--- config.mk ---
export PLATFORM = sky130hd
export DESIGN_NAME = phy_mgmt_regs
export DESIGN_NICKNAME = d
export VERILOG_FILES = /design/src/rtl/phy_mgmt_pkg.sv /design/src/rtl/phy_mgmt_capture.sv /design/src/rtl/phy_mgmt_noise_ctr.sv /design/src/rtl/phy_mgmt_regs.sv
export SDC_FILE = /design/constraint.sdc
export NUM_CORES = 1
export LEC_CHECK = 0
export BUFFER_PORTS_ARGS = -buffer_cell sky130_fd_sc_hd__buf_2
export CORE_ASPECT_RATIO = 1.2
export CORE_MARGIN = 2
export CORE_UTILIZATION = 55
export DETAILED_ROUTE_END_ITERATION = 16
export PLACE_DENSITY_LB_ADDON = 0.15
export SYNTH_ARGS = -nofsm -noshare
export SYNTH_HDL_FRONTEND = slang
export SYNTH_HIERARCHICAL = 1
export SYNTH_SLANG_ARGS = --single-unit
--- constraint.sdc ---
create_clock -name clk -period 4.87 [get_ports clk]
set_clock_uncertainty 0.05 [all_clocks]
set_input_delay 0.974 -clock clk [delete_from_list [all_inputs] [get_ports clk]]
set_output_delay 0.974 -clock clk [all_outputs]
set_load 0.01 [all_outputs]
--- src/rtl/phy_mgmt_pkg.sv ---
package phy_mgmt_pkg;

    localparam int ADDR_W = 5;
    localparam int DATA_W = 16;
    localparam int COMM_W = 32;
    localparam int HALF_W = COMM_W / 2;
    localparam int ID_W   = 8;
    localparam int CNT_W  = 8;
    localparam int FLR_W  = 8;

    localparam logic [ADDR_W-1:0] A_CTRL    = ADDR_W'(16);
    localparam logic [ADDR_W-1:0] A_COMM_HI = ADDR_W'(20);
    localparam logic [ADDR_W-1:0] A_COMM_LO = ADDR_W'(21);
    localparam logic [ADDR_W-1:0] A_ID      = ADDR_W'(22);
    localparam logic [ADDR_W-1:0] A_NOISE   = ADDR_W'(23);
    localparam logic [ADDR_W-1:0] A_EVT     = ADDR_W'(26);

    localparam int CTRL_PROT_BIT = 7;
    localparam int CTRL_NCLR_BIT = 6;
    localparam int EVT_RXV_BIT   = 0;

    localparam logic [ID_W-1:0]  ID_RST  = '1;
    localparam logic [FLR_W-1:0] FLR_RST = FLR_W'(3);

    typedef struct packed {
        logic ctrl_wr;
        logic id_wr;
        logic noise_wr;
        logic hi_rd;
        logic lo_rd;
    } acc_t;

    function automatic acc_t decode_acc(
        input logic [ADDR_W-1:0] addr,
        input logic              wr,
        input logic              rd
    );
        acc_t a;
        a.ctrl_wr  = wr && (addr == A_CTRL);
        a.id_wr    = wr && (addr == A_ID);
        a.noise_wr = wr && (addr == A_NOISE);
        a.hi_rd    = rd && (addr == A_COMM_HI);
        a.lo_rd    = rd && (addr == A_COMM_LO);
        return a;
    endfunction

endpackage

--- src/rtl/phy_mgmt_capture.sv ---
module phy_mgmt_capture #(
    parameter int W = 32
) (
    input  logic         clk,
    input  logic         rst,
    input  logic         pkt_vld,
    input  logic [W-1:0] pkt_word,
    input  logic         lo_rd,
    input  logic         hi_rd,
    output logic [W-1:0] word_q,
    output logic         valid_q,
    output logic         frozen_q
);
    logic         pend_vld;
    logic [W-1:0] pend_word;
    logic         take;
    logic [W-1:0] take_word;

    always_comb begin
        take_word = pkt_vld ? pkt_word : pend_word;
        take      = (pkt_vld || pend_vld) && !frozen_q && !lo_rd && !hi_rd;
    end

    always_ff @(posedge clk) begin
        if (rst) begin
            pend_vld  <= 1'b0;
            pend_word <= '0;
            word_q    <= '0;
            valid_q   <= 1'b0;
            frozen_q  <= 1'b0;
        end else begin
            pend_vld <= hi_rd && pkt_vld;
            if (hi_rd && pkt_vld) begin
                pend_word <= pkt_word;
            end
            if (hi_rd) begin
                frozen_q <= 1'b0;
                valid_q  <= 1'b0;
            end else if (lo_rd) begin
                frozen_q <= 1'b1;
            end else if (take) begin
                word_q  <= take_word;
                valid_q <= |take_word;
            end
        end
    end
endmodule

--- src/rtl/phy_mgmt_noise_ctr.sv ---
module phy_mgmt_noise_ctr #(
    parameter int W = 8
) (
    input  logic         clk,
    input  logic         rst,
    input  logic         clr,
    input  logic         evt,
    output logic [W-1:0] cnt_q
);
    localparam logic [W-1:0] CNT_MAX = '1;

    always_ff @(posedge clk) begin
        if (rst || clr) begin
            cnt_q <= '0;
        end else if (evt && cnt_q != CNT_MAX) begin
            cnt_q <= cnt_q + 1'b1;
        end
    end
endmodule

--- src/rtl/phy_mgmt_regs.sv ---
module phy_mgmt_regs
    import phy_mgmt_pkg::*;
(
    input  logic              clk,
    input  logic              rst,
    input  logic [ADDR_W-1:0] reg_addr,
    input  logic [DATA_W-1:0] reg_wdata,
    input  logic              reg_wr,
    input  logic              reg_rd,
    output logic [DATA_W-1:0] reg_rdata,
    input  logic              pkt_vld,
    input  logic [COMM_W-1:0] pkt_word,
    input  logic              noise_evt
);
    acc_t              acc;
    logic [COMM_W-1:0] comm_word;
    logic              comm_valid;
    logic              comm_frozen;
    logic              id_prot;
    logic [ID_W-1:0]   id_q;
    logic [FLR_W-1:0]  floor_q;
    logic [CNT_W-1:0]  noise_cnt;
    logic              noise_clr;

    always_comb begin
        acc       = decode_acc(reg_addr, reg_wr, reg_rd);
        noise_clr = acc.ctrl_wr && reg_wdata[CTRL_NCLR_BIT];
    end

    phy_mgmt_capture #(.W(COMM_W)) u_cap (
        .clk      (clk),
        .rst      (rst),
        .pkt_vld  (pkt_vld),
        .pkt_word (pkt_word),
        .lo_rd    (acc.lo_rd),
        .hi_rd    (acc.hi_rd),
        .word_q   (comm_word),
        .valid_q  (comm_valid),
        .frozen_q (comm_frozen)
    );

    phy_mgmt_noise_ctr #(.W(CNT_W)) u_noise (
        .clk   (clk),
        .rst   (rst),
        .clr   (noise_clr),
        .evt   (noise_evt),
        .cnt_q (noise_cnt)
    );

    always_ff @(posedge clk) begin
        if (rst) begin
            id_prot <= 1'b0;
            id_q    <= ID_RST;
            floor_q <= FLR_RST;
        end else begin
            if (acc.ctrl_wr) begin
                id_prot <= reg_wdata[CTRL_PROT_BIT];
            end
            if (acc.id_wr && !id_prot) begin
                id_q <= reg_wdata[ID_W-1:0];
            end
            if (acc.noise_wr) begin
                floor_q <= reg_wdata[FLR_W-1:0];
            end
        end
    end

    always_comb begin
        reg_rdata = '0;
        unique case (reg_addr)
            A_CTRL:    reg_rdata[CTRL_PROT_BIT] = id_prot;
            A_COMM_HI: reg_rdata = comm_word[COMM_W-1:HALF_W];
            A_COMM_LO: reg_rdata = comm_word[HALF_W-1:0];
            A_ID:      reg_rdata[ID_W-1:0] = id_q;
            A_NOISE:   reg_rdata = {noise_cnt, floor_q};
            A_EVT:     reg_rdata[EVT_RXV_BIT] = comm_valid;
            default:   reg_rdata = '0;
        endcase
    end
endmodule

==> results of run 1 <==
power by group through the flow:
stage	registers, mW	clock network [mW]	logic (mW)
CTS	0.791	0.541	0.176
floorplan	0.803	0	0.126
global route	0.795	0.567	0.194
global placement	0.808	0	0.172
detailed placement	0.809	0	0.175
finish	0.791	0.532	0.177
sequential cells by signal, summed over array words and instances (netlist names):
name / count
floor_q: 8
u_cap/word_q: 32
u_cap/pend_vld: 1
id_prot: 1
id_q: 8
u_noise/cnt_q: 8
u_cap/valid_q: 1
u_cap/frozen_q: 1
u_cap/pend_word: 32
final timing paths:
check             slack, ns                to           start  cells past startpoint
setup / recovery       1.45      reg_rdata[8]     reg_addr[4]                      4
hold / removal         0.41        floor_q[7]      floor_q[7]                      2
setup reg to reg       2.88  u_cap/word_q[16]  u_cap/frozen_q                      4
hold reg to reg        0.41        floor_q[7]      floor_q[7]                      2
stage by stage:
step                      hold slack (ns)  setup WS, ns
after CTS                           0.415          1.46
after global placement              0.400          1.42
after global routing                0.423          1.29
final                               0.412          1.45
after detailed placement            0.403          1.29
after floorplan                     0.385          2.00
per-layer routing:
layer / track usage [%] / wire [µm] / share of wire, % / vias to the layer above
li1: - / - / - / 2026
met2: 41.0 / 5640 / 49 / 129
met3: 4.19 / 646 / 5.6 / 19
met5: 0 / 0 / 0 / -
met1: 34.3 / 4910 / 43 / 1880
met4: 9.42 / 268 / 2.3 / 0
critical path: cells and delay by family:
kind            cells  cell delay (ns)
compound gates      1             0.34
buf+inv             2             0.54
simple gates        1             0.53
synth_stat cells (5+ instances only):
| library cell | instances |
|---|---|
| a211oi_1 | 12 |
| a211oi_2 | 20 |
| a21oi_1 | 46 |
| a311oi_1 | 5 |
| a31o_1 | 5 |
| buf_2 | 16 |
| buf_4 | 6 |
| buf_6 | 6 |
| clkbuf_1 | 13 |
| dfxtp_1 | 92 |
| inv_1 | 7 |
| mux2i_1 | 50 |
| nand2_1 | 85 |
| nand3_1 | 45 |
| nand4_1 | 13 |
| nor2_1 | 42 |
| nor4_1 | 13 |
| o21ai_0 | 11 |
| or2_2 | 7 |
placed cells by master (no fill, tap or decap), types with 3 or more instances in the layout:
cell      netlist  routed
dfxtp_1        92      92
nand2_1        85      85
buf_2          16      66
mux2i_1        50      50
a21oi_1        46      46
nand3_1        45      45
nor2_1         42      42
a211oi_2       20      20
nand4_1        13      13
nor4_1         13      13
a211oi_1       12      12
o21ai_0        11      11
clkbuf_8        0      11
or2_2           7       7
inv_1           7       7
a311oi_1        5       5
a31o_1          5       5
buf_4           6       5
and2_1          4       4
nand3b_1        4       4
and3b_1         4       4
and3_1          4       4
nor3_1          3       3
kinds of logic (layout without fill, tap and decap cells):
logic type	Yosys count	after routing
AND/OR/NAND/NOR	245	245
AO/OA/AOI/OAI	105	105
buffers and inverters	53	95
multiplexers	51	51
flip-flops	92	92
adder cells (fa/ha/maj)	1	1
final cells by class:
type,count,share of cell area (%)
repair buffers,72,7.54
inverters,7,0.511
well taps,114,2.77
clock buffers,13,3.09
flip-flops and latches,92,35.8
multi-input cells,402,49.4
clock inverters,3,0.876
==> results.py, run 1 <==
metrics = {
    "power_and_ir_drop": {
        "power.internal_mw": 1.11,
        "cellPowerDensity_nw_per_um2": 292,
        "ir_worst_vdd_mv": 0.194,
        "p_leak_nw": 1.95,
        "swShare_pct": 25.9,
        "finalPower_mw": 1.50,
        "p_sw_mw": 0.389,
        "comb_power_share_pct": 11.8,
        "seqPwrFrac_pct": 52.7,
        "p_clk_share_pct": 35.4,
    },
    "global_route": {
        "grt_overflow": 0,
        "grt_start_max_net_pins": 50,
        "grt_usage_pct": 25.6,
        "grt_pass1_wl_um": 18400,
        "antenna_found_initial": 0,
        "grt_pass1_vias": 3719,
    },
    "clock_network": {
        "cts_buffers": 9,
        "cts_hold_buf": 0,
        "tritoncts": "yes",
        "post_cts_buffers": 0,
        "clock-sinks": 92,
        "clock_latency_ns": 0.37,
        "cts_resized": 0,
        "path_clk_slew_ns": 0.08,
        "htree_levels": 3,
        "ctsRootBufferMaster": "clkbuf_8",
        "clock_path_buffers": 2,
    },
    "logic_synthesis": {
        "synthAdderAreaFrac_pct": 0.268,
        "netlist_instances": 547,
        "synthMuxAreaShare_pct": 11.0,
        "ys_types": 51,
        "synth_top_family_by_area": "simple AND/OR/NAND/NOR gates",
        "syn_avg_cell_area_um2": 8.53,
        "synthArstFlopShare_pct": 0,
        "syn-num-nets": 607,
        "yosys_warnings": 6,
        "netlist_area_um2": 4670,
        "ys.flop_type": "dfxtp_1",
        "synth_xor_xnor_area_share_pct": 0,
        "synth-compound-area-share_pct": 16.4,
        "yosys.area.top_type": "dfxtp_1",
        "synth_top_area_share_pct": 39.5,
        "ys_ff_latch": 92,
        "synth-edff-count": 0,
        "yosysSeqAreaShare_pct": 39.5,
        "ys_top_cells_by_area": "dfxtp_1 (39%), mux2i_1 (11%), nand2_1 (6.8%)",
        "synth-simple-area-share_pct": 26.6,
    },
    "floorplan": {
        "num_rows": 36,
        "initial_utilization_pct": 56.9,
        "core-area_um2": 8200,
        "die-area_um2": 9240,
        "ios": 75,
        "dieWidth_um": 88.1,
        "die_h_um": 105,
    },
    "placement": {
        "place.gp.congestion": 0.866,
        "dpl.hpwl_um": 8050,
        "io_buffers": 66,
        "placedCellCount": 687,
        "postPlaceCellArea_um2": 4940,
    },
    "timing": {
        "finalMaxSlewViolations": 0,
        "tightest_slew_ns": 1.34,
        "rsz0062_at_grt": "no",
        "fmax_mhz": 292,
        "max_slew_margin_pct": 9.30,
        "post-route-min-period_ns": 3.42,
        "setup_tns_ns": 0,
        "fin_crit_sh_pct": 70.3,
        "setup_viol": 0,
        "finalHoldViolations": 0,
    },
    "cells_and_area": {
        "antenna_cells": 0,
        "multi_input_area_um2": 2540,
        "fin_area_um2": 5140,
        "drive_above_1_share_pct": 20.7,
        "fill_cells": 770,
        "area_growth_pct": 10.2,
        "stdcell_count": 703,
        "seqCellArea_um2": 1840,
        "post-route-util_pct": 62.7,
        "final_nets": 644,
    },
    "run_status": {
        "status": "finished, final reports clean",
    },
    "setup_path": {
        "crit_chain": "buf_2 -> nand3b_1 -> a21oi_1 -> buf_2",
        "cpMostUsedCell": "buf_2",
        "critPathLaunchType": "primary input",
        "worstSetupPathType": "in -> out",
        "cpMaxStageDelayCell": "nand3b_1",
        "crit_required_ns": 3.85,
        "crit_fanout": 25,
        "arrival_ns": 2.40,
        "slowest_delay_ns": 0.53,
        "endpoint_kind": "output port",
    },
    "drt": {
        "wire_per_inst_um": 16.3,
        "dr_total_vias": 4054,
        "drtIter0Drc": 196,
        "wirelength_um": 11500,
        "ant_nets": 0,
        "first_pass_iters": 5,
        "drcViolationCount": 0,
        "avgViaCountPerCell": 5.77,
    },
    "run": {
        "max-cap-violations": 0,
    },
    "worst_hold_path": {
        "holdCritPathClass": "reg -> reg",
    },
}
Power figures use the tool's default switching activity.
==> run 2: changes to the inputs <==
--- a/config.mk
+++ b/config.mk
@@ -8,7 +8,7 @@
 export BUFFER_PORTS_ARGS = -buffer_cell sky130_fd_sc_hd__buf_2
 export CORE_ASPECT_RATIO = 1.2
 export CORE_MARGIN = 2
-export CORE_UTILIZATION = 55
+export CORE_UTILIZATION = 51
 export DETAILED_ROUTE_END_ITERATION = 16
 export PLACE_DENSITY_LB_ADDON = 0.15
 export SYNTH_ARGS = -nofsm -noshare
==> constraint.sdc (replaced) <==
create_clock -name clk -period 2.9 [get_ports clk]
set_clock_uncertainty 0.05 [all_clocks]
set_input_delay 0.58 -clock clk [delete_from_list [all_inputs] [get_ports clk]]
set_output_delay 0.58 -clock clk [all_outputs]
set_load 0.01 [all_outputs]
==> results.py, run 2 (same netlist as run 1, synthesis figures left out) <==
metrics = {
    "setup_path": {
        "cpMaxStageDelayCell": "buf_2",
        "cpLargestDelayFamily": "buffers and inverters",
        "reg2reg_setup_slack_ns": 1.39,
        "timing.rr.start": "u_noise/cnt_q[0]",
        "r2r_cells": 4,
        "endpoint_kind": "output port",
        "timing.critical_path.buf_inv": 2,
        "cpMostUsedCell": "buf_2",
        "crit_chain": "buf_2 -> mux2i_1 -> nor4b_1 -> o31a_1 -> buf_2",
        "critPathLaunchType": "primary input",
        "worstSetupPathType": "in -> out",
        "arrival_ns": 1.86,
        "reg2reg_to": "u_noise/cnt_q[6]",
        "crit_fanout": 18,
        "crit_required_ns": 2.27,
        "slowest_delay_ns": 0.40,
    },
    "cells_and_area": {
        "layout_commonest_cell": "dfxtp_1",
        "final_nets": 650,
        "antenna_cells": 0,
        "top_regs": "u_cap/pend_word (32), u_cap/word_q (32)",
        "stdcell_count": 715,
        "area_growth_pct": 12.1,
        "mostFrequentLayoutCells": "dfxtp_1 (92), nand2_1 (85), buf_2 (66)",
        "drive_above_1_share_pct": 21.7,
        "post-route-util_pct": 58.2,
        "fill_cells": 855,
    },
    "floorplan": {
        "dieWidth_um": 91.3,
        "die-area_um2": 9930,
        "num_rows": 38,
        "core-area_um2": 8990,
        "die_h_um": 109,
        "ios": 75,
        "initial_utilization_pct": 51.9,
    },
    "global_route": {
        "grt_pass1_vias": 3741,
        "grt_overflow": 0,
        "grt_usage_pct": 24.8,
        "grt_start_max_net_pins": 46,
        "antenna_found_initial": 0,
        "grt_pass1_wl_um": 19200,
    },
    "clock_network": {
        "tritoncts": "yes",
        "post_cts_buffers": 0,
        "clock_latency_ns": 0.36,
        "ctsRootBufferMaster": "clkbuf_8",
        "path_clk_slew_ns": 0.09,
        "htree_levels": 3,
        "cts_hold_buf": 0,
        "cts_resized": 0,
        "clock_path_buffers": 2,
        "clock-sinks": 92,
        "cts_buffers": 9,
    },
    "run_status": {
        "status": "finished, final reports clean",
    },
    "power_and_ir_drop": {
        "ir_worst_vdd_mv": 0.287,
        "p_leak_nw": 2.00,
        "cellPowerDensity_nw_per_um2": 510,
    },
    "drt": {
        "drtIter0Drc": 202,
        "drcViolationCount": 0,
        "first_pass_iters": 5,
        "avgViaCountPerCell": 5.70,
        "dr_total_vias": 4079,
        "wire_per_inst_um": 16.5,
        "ant_nets": 0,
        "wirelength_um": 11800,
    },
    "timing": {
        "setup_viol": 0,
        "setup_tns_ns": 0,
        "fin_crit_sh_pct": 85.8,
        "rsz0062_at_grt": "no",
        "finalMaxSlewViolations": 0,
        "finalHoldViolations": 0,
        "tightest_slew_ns": 0.530,
        "max_slew_margin_pct": 64.4,
        "fmax_mhz": 402,
        "post-route-min-period_ns": 2.49,
    },
    "placement": {
        "dpl.hpwl_um": 8450,
        "io_buffers": 66,
        "place.gp.congestion": 0.834,
        "placedCellCount": 699,
    },
    "worst_hold_path": {
        "hold_end": "floor_q[3]",
        "hold_start": "reg_wdata[3]",
        "whs_path_depth": 2,
        "holdCritPathClass": "in -> reg",
    },
    "run": {
        "max-cap-violations": 0,
    },
}
## run 2: cell types whose count changed in the layout (fill, tap and decap cells not counted), sizes merged
cell and change:
buf +6, clkbuf -3, bufinv +2, clkinv +1, clkinvlp -1, inv +1
## run 2: how the worst max path moves through the flow
stage	start	slack [ns]	end	depth (start not counted)
2_1_floorplan	reg_addr[3]	0.62	u_cap/pend_word[22]	9
3_3_place_gp	reg_addr[0]	0.39	reg_rdata[0]	5
3_5_place_dp	reg_addr[4]	0.37	u_cap/pend_word[21]	7
4_1_cts	reg_addr[0]	0.38	reg_rdata[0]	5
5_1_grt	reg_addr[0]	0.35	reg_rdata[0]	5
6_report	reg_addr[0]	0.41	reg_rdata[0]	5
## run 2: where the power goes
group | total [mW] | internal [mW] | leakage, nW | switching (mW)
Clock | 1.03 | 0.575 | 0.117 | 0.460
Sequential | 1.33 | 1.30 | 0.750 | 0.0259
Combinational | 0.304 | 0.121 | 1.14 | 0.183
## run 2: metrics by stage
stage	cell area (µm²)	power, mW	hold slack (ns)	setup WS (ns)
2_1_floorplan	4670	1.56	0.385	0.618
3_3_place_gp	4990	1.65	0.399	0.392
3_5_place_dp	4990	1.66	0.412	0.366
4_1_cts	5230	2.69	0.378	0.382
5_1_grt	5230	2.78	0.385	0.351
6_report	5230	2.67	0.397	0.413
## run 2: final cells by class
| type | count | area (µm²) | share of cell area (%) |
|---|---|---|---|
| clock inverter | 6 | 111 | 2.13 |
| inverter | 7 | 26.3 | 0.503 |
| timing repair buffer | 78 | 433 | 8.28 |
| tap | 120 | 150 | 2.87 |
| multi-input combinational | 402 | 2540 | 48.6 |
| sequential | 92 | 1840 | 35.2 |
| clock buffer | 10 | 128 | 2.44 |
## run 2: worst reg2reg max path, cell delays in order, from the launching register on
cell and delay (ns):
dfxtp_1 0.39, ha_1 0.25, nand3_1 0.13, or4_1 0.40, and3_1 0.19
## run 2: layer usage
metal	share of wire (%)	vias up	track usage (%)
li1	-	2056	-
met1	44	1892	32.2
met2	49	111	40.8
met3	4.5	20	3.59
met4	2.6	0	11.9
met5	0	-	0
